[src/rtl/adc_cal_seq.sv]
module adc_cal_seq #(
  parameter int SELF_ZERO_PER = 3,
  parameter int SELF_FULL_PER = 3,
  parameter int SELF_CONV_PER = 3,
  parameter int SYS_CAL_PER   = 3,
  parameter int SYS_CONV_PER  = 1
) (
  input  logic       clk,
  input  logic       rst_n,
  input  logic       cfg_wr,
  input  logic [1:0] cfg_mode,
  input  logic       cfg_sync,
  input  logic       rate_tick,
  input  logic       mod_tick,
  input  logic       conv_done,
  output logic [1:0] mode_bits,
  output logic [1:0] in_sel,
  output logic       busy,
  output logic       ofs_cap,
  output logic       gain_cap,
  output logic       drdy_n
);

  localparam int M_A  = SELF_ZERO_PER > SELF_FULL_PER ? SELF_ZERO_PER : SELF_FULL_PER;
  localparam int M_B  = SELF_CONV_PER > SYS_CAL_PER ? SELF_CONV_PER : SYS_CAL_PER;
  localparam int M_C  = M_A > M_B ? M_A : M_B;
  localparam int MAXP = M_C > SYS_CONV_PER ? M_C : SYS_CONV_PER;
  localparam int CW   = MAXP < 2 ? 1 : $clog2(MAXP);

  localparam logic [1:0] SEL_EXT  = 2'b00;
  localparam logic [1:0] SEL_ZERO = 2'b01;
  localparam logic [1:0] SEL_REF  = 2'b10;

  typedef enum logic [2:0] {
    S_NORM, S_SZERO, S_SFULL, S_YZERO, S_YFULL, S_CONV
  } state_t;

  state_t        st;
  logic [CW-1:0] cnt;
  logic          conv_self;
  logic          pend;
  int            plen;

  wire cmd      = cfg_wr && !cfg_sync;
  wire rise_now = pend && mod_tick;
  wire last     = int'(cnt) == plen - 1;

  always_comb begin
    case (st)
      S_SZERO: plen = SELF_ZERO_PER;
      S_SFULL: plen = SELF_FULL_PER;
      S_YZERO,
      S_YFULL: plen = SYS_CAL_PER;
      S_CONV:  plen = conv_self ? SELF_CONV_PER : SYS_CONV_PER;
      default: plen = 1;
    endcase
  end

  assign busy   = st != S_NORM;
  assign in_sel = st == S_SZERO ? SEL_ZERO : st == S_SFULL ? SEL_REF : SEL_EXT;

  always_ff @(posedge clk) begin
    if (!rst_n) begin
      st        <= S_NORM;
      cnt       <= '0;
      conv_self <= 1'b0;
      pend      <= 1'b0;
      mode_bits <= 2'b00;
      drdy_n    <= 1'b1;
      ofs_cap   <= 1'b0;
      gain_cap  <= 1'b0;
    end else begin
      ofs_cap  <= 1'b0;
      gain_cap <= 1'b0;
      if (rise_now) begin
        drdy_n <= 1'b1;
        pend   <= 1'b0;
      end
      if (cmd) begin
        cnt       <= '0;
        mode_bits <= cfg_mode;
        case (cfg_mode)
          2'b01:   st <= S_SZERO;
          2'b10:   st <= S_YZERO;
          2'b11:   st <= S_YFULL;
          default: st <= S_NORM;
        endcase
        if (cfg_mode != 2'b00 && !drdy_n && !rise_now)
          pend <= 1'b1;
      end else if (busy && rate_tick) begin
        if (!last) begin
          cnt <= cnt + 1'b1;
        end else begin
          cnt <= '0;
          case (st)
            S_SZERO: begin
              st      <= S_SFULL;
              ofs_cap <= 1'b1;
            end
            S_SFULL: begin
              st        <= S_CONV;
              conv_self <= 1'b1;
              gain_cap  <= 1'b1;
              mode_bits <= 2'b00;
            end
            S_YZERO: begin
              st        <= S_CONV;
              conv_self <= 1'b0;
              ofs_cap   <= 1'b1;
              mode_bits <= 2'b00;
            end
            S_YFULL: begin
              st        <= S_CONV;
              conv_self <= 1'b0;
              gain_cap  <= 1'b1;
              mode_bits <= 2'b00;
            end
            default: begin
              st     <= S_NORM;
              drdy_n <= 1'b0;
              pend   <= 1'b0;
            end
          endcase
        end
      end else if (!busy && conv_done) begin
        drdy_n <= 1'b0;
        pend   <= 1'b0;
      end
    end
  end

  a_r2_mode_load: assert property (@(posedge clk) disable iff (!rst_n)
    cfg_wr && !cfg_sync |=> mode_bits == $past(cfg_mode));

  a_r3_sync_ignored: assert property (@(posedge clk) disable iff (!rst_n)
    cfg_wr && cfg_sync && !rate_tick |=> $stable(mode_bits) && $stable(busy));

  a_r4_sel_legal: assert property (@(posedge clk) disable iff (!rst_n)
    in_sel != 2'b11);

  a_r5_done_drdy: assert property (@(posedge clk) disable iff (!rst_n)
    $fell(busy) && !$past(cfg_wr) |-> !drdy_n && mode_bits == 2'b00);

  a_r6_sys_ext: assert property (@(posedge clk) disable iff (!rst_n)
    mode_bits[1] |-> in_sel == SEL_EXT);

  a_r7_ofs_pulse: assert property (@(posedge clk) disable iff (!rst_n)
    ofs_cap |=> !ofs_cap);

  a_r7_gain_pulse: assert property (@(posedge clk) disable iff (!rst_n)
    gain_cap |=> !gain_cap);

  a_r7_exclusive: assert property (@(posedge clk) disable iff (!rst_n)
    !(ofs_cap && gain_cap));

  a_r8_no_fall_busy: assert property (@(posedge clk) disable iff (!rst_n)
    busy |-> !$fell(drdy_n));

  a_r9_rise_on_mod: assert property (@(posedge clk) disable iff (!rst_n)
    $rose(drdy_n) |-> $past(mod_tick));

endmodule

[config.mk]
export PLATFORM = sky130hd
export DESIGN_NAME = adc_cal_seq
export DESIGN_NICKNAME = d
export VERILOG_FILES = /design/src/rtl/adc_cal_seq.sv
export SDC_FILE = /design/constraint.sdc
export NUM_CORES = 1
export LEC_CHECK = 0
export ABC_AREA = 1
export ABC_CLOCK_PERIOD_IN_PS = 1200
export BUFFER_PORTS_ARGS = -buffer_cell sky130_fd_sc_hd__buf_4
export CAP_MARGIN = 25
export CORE_MARGIN = 3
export CORE_UTILIZATION = 40
export CTS_BUF_LIST = sky130_fd_sc_hd__clkbuf_8
export CTS_CLUSTER_SIZE = 24
export DETAILED_ROUTE_END_ITERATION = 12
export GPL_TIMING_DRIVEN = 0
export PLACE_DENSITY_LB_ADDON = 0.05
export SKIP_CTS_REPAIR_TIMING = 1
export SLEW_MARGIN = 15
export SYNTH_ARGS = -nofsm -noshare
export SYNTH_HDL_FRONTEND = slang
export SYNTH_SLANG_ARGS = --single-unit
[constraint.sdc]
create_clock -name clk -period 1.2 [get_ports clk]
set_input_delay 0.18 -clock clk [delete_from_list [all_inputs] [get_ports clk]]
set_output_delay 0.18 -clock clk [all_outputs]
set_load 0.01 [all_outputs]
==> run_results.csv <==
group,metric,value,unit
worst_setup_path,crit_path_max_fanout,4,
drt,drc,0,
cts,cts.path.max_buffers,2,
worst_setup_path,worst-setup-path-type,"reg2reg",
synth,synthesis.instances,105,
cts,tritoncts.num_buffers,3,
drt,detailedRoute.firstPassIterationCount,4,
cts,clock_tree_from_tritoncts,"done",
sta,period_share,120,%
cells_and_area,final_cell_count_no_fill,161,
run_status,violations,"setup timing",
sta,slew_violations,0,
cts,clk_transition_reported_paths,0.06,ns
placed_design,gp_congestion,0.782,
global_routing,grt_first_pass_wirelength,2590,um
cells_and_area,fillerInstances,122,
synth,synth.distinct_cells,23,
global_routing,grt_start_max_net_pins,11,
synth,syn_avg_cell_area,6.85,sq um
global_routing,grt_remaining_overflow,0,
sta,timing.final.ws_setup,-0.235,ns
run_status,outcome,"finished with violations",
job,drv_cap,0,
synth,synth_nets,117,
drt,via_count,816,
global_routing,antenna_found_initial,0,
cts,cts_num_sinks,12,
placed_design,dp_cells,145,
sta,fin_skew,0.00293,ns
worst_setup_path,worst-endpoint-required,1.38,ns
sta,max_slew.worst_pin.slew,0.279,ns
min_path,holdCritPathClass,"in2reg",
synth,synth.ff_latch_count,12,
worst_setup_path,cp-start-kind,"flip-flop",
drt,dr.first_iter.drc_count,35,
cells_and_area,area_growth_syn_to_layout,56.9,%
power_and_ir_drop,leakage_power,0.520,nW
sta,hold_violations,0,
sta,timing.fmax,0.697,GHz
worst_setup_path,setup_crit_end_kind,"flip-flop",
sta,finalWorstPathRequiredPeriod,1.44,ns
synth,seq_area_frac_synth,33.4,%
sta,slew_headroom,81.4,%
synth,area_of_the_mapped_netlist,719,sq um
cells_and_area,area_occupied_by_multi_input_gates,498,sq um
sta,grt_setup_unrepaired,"true",
floorplanning,initial_core_util,45.1,%
floorplanning,coreArea,1590,sq um
cells_and_area,layout.area.seq,251,sq um
floorplanning,floorplan.io_pins,17,
global_routing,via_count_of_the_first_global_routing_pass,589,
power_and_ir_drop,power_density,942,nW/um^2
placed_design,number_of_input_and_output_port_buffers_inserted,16,
power_and_ir_drop,ir_worst_vdd,0.617,mV
floorplanning,rows,14,
drt,drt-vias-per-instance,5.07,
drt,drt.antenna.violating_nets,0,
cells_and_area,final_net_count,150,
worst_setup_path,worst_ep_arrival_time,1.62,ns
placed_design,detailedPlacementHpwl,1240,um
cts,htree_num_levels,1,
synth,ys.warnings.count,0,
floorplanning,dieHeight,48.4,um
cells_and_area,n_antenna_cell,0,
floorplanning,chipWidth,48.4,um
floorplanning,die_area,2340,sq um
cells_and_area,fraction_of_final_layout_cells_with_drive_strength_greater_than_1,46.0,%
sta,timing.final.setup_violations,14,
global_routing,grt_util_all_layers,14.2,%
cts,clkLatencyLatePin,0.24,ns
power_and_ir_drop,totalPowerFinal,1.06,mW
drt,wl_per_cell,13.0,um
drt,postRouteWirelength,2090,um
cts,clockRootBuffer,"clkbuf_8",
## routing by layer
layer	GRT usage (%)	part of all wire, %	vias up	wire length [um]
li1	-	-	405	-
met1	20.2	41	371	855
met2	19.7	51	33	1060
met3	2.76	6.0	7	126
met4	8.53	2.0	0	41
met5	0	0	-	0
## cell usage after synthesis
master	number	area (sq um)
a21o_1	1	7.51
a21oi_1	9	45.0
a21oi_2	1	8.76
and2_4	1	8.76
buf_2	1	5.00
clkinv_4	1	8.76
dfxtp_1	12	240
ha_1	3	37.5
inv_1	14	52.6
inv_2	1	3.75
nand2_1	25	93.8
nand2_2	3	18.8
nand2_4	1	11.3
nand3_1	8	40.0
nand3_2	3	30.0
nand4_1	3	18.8
nor2_1	6	22.5
nor2_2	2	12.5
nor3_1	2	10.0
nor4_1	1	6.26
o21ai_0	5	25.0
or2_1	1	6.26
or2_2	1	6.26
## worst paths after layout
| path | slack, ns | endpoint | depth (start not counted) | start |
|---|---|---|---|---|
| min reg2reg | 0.48 | mode_bits[0] | 2 | mode_bits[0] |
| max | -0.24 | cnt[0] | 9 | st[0] |
| min | 0.20 | conv_self | 3 | rst_n |
| max reg2reg | -0.24 | cnt[0] | 9 | st[0] |
## kinds of logic (layout without fill, tap and decap cells)
| group | count (synthesis) | in the layout | synth area share [%] |
|---|---|---|---|
| and+or+nand+nor | 57 | 57 | 39.7 |
| buffers and inverters | 17 | 49 | 9.74 |
| AOI/OAI and AO/OA | 16 | 16 | 12.0 |
| DFF | 12 | 12 | 33.4 |
| adders and majority gates | 3 | 3 | 5.22 |
## state kept, by name (all words and copies together) (netlist names)
signal     flops
pend           1
drdy_n         1
st             3
conv_self      1
ofs_cap        1
cnt            2
mode_bits      2
gain_cap       1
## worst max-delay path, cell delays in order (launching register included)
cell	delay, ns
dfxtp_4	0.36
nor2_4	0.13
nand2_2	0.09
nand2_2	0.10
clkinv_4	0.08
nand2_4	0.06
nand2_4	0.06
and2_4	0.15
or2_1	0.22
a21oi_2	0.11
## cell usage in the layout (no fill, tap or decap)
master / count
inv_2: 1
nor3_1: 1
ha_1: 3
and2_4: 1
clkbuf_8: 4
dfxtp_4: 3
nand3_4: 2
nand3_2: 2
a21o_1: 1
o21ai_0: 4
inv_4: 1
nor2_4: 2
or2_1: 1
nor3_2: 1
nand2_4: 6
buf_6: 3
dfxtp_1: 9
nor4_1: 1
inv_1: 13
a21oi_2: 4
nand2_2: 5
clkinv_4: 1
buf_2: 1
nand3_1: 7
nand2_1: 18
o21ai_1: 1
nor2_1: 6
nand4_1: 3
or2_2: 1
a21oi_1: 6
buf_4: 25
## where the power goes
group / switching (mW) / internal, mW
registers: 0.00960 / 0.404
logic: 0.104 / 0.0936
clock network: 0.162 / 0.290
total: 0.275 / 0.788
## per-stage QoR
step | setup TNS [ns] | area (sq um) | hold slack [ns] | setup slack [ns] | util [%]
2_1_floorplan | -0.220 | 731 | 0.306 | -0.0893 | -
3_3_place_gp | -1.53 | 881 | 0.437 | -0.176 | 55.3
3_5_place_dp | -1.58 | 881 | 0.448 | -0.193 | 55.3
4_1_cts | -1.52 | 936 | 0.193 | -0.211 | 58.7
5_1_grt | -2.76 | 1130 | 0.205 | -0.316 | 70.8
6_report | -1.78 | 1130 | 0.196 | -0.235 | 70.8
## cell type report
| class | instances | share of cell area (%) |
|---|---|---|
| Sequential cell | 12 | 22.3 |
| Inverter | 16 | 5.99 |
| Clock buffer | 4 | 4.88 |
| Timing Repair Buffer | 28 | 19.6 |
| Tap cell | 24 | 2.66 |
| Multi-Input combinational cell | 76 | 44.1 |
| Buffer | 1 | 0.443 |
Power figures use the tool's default switching activity.
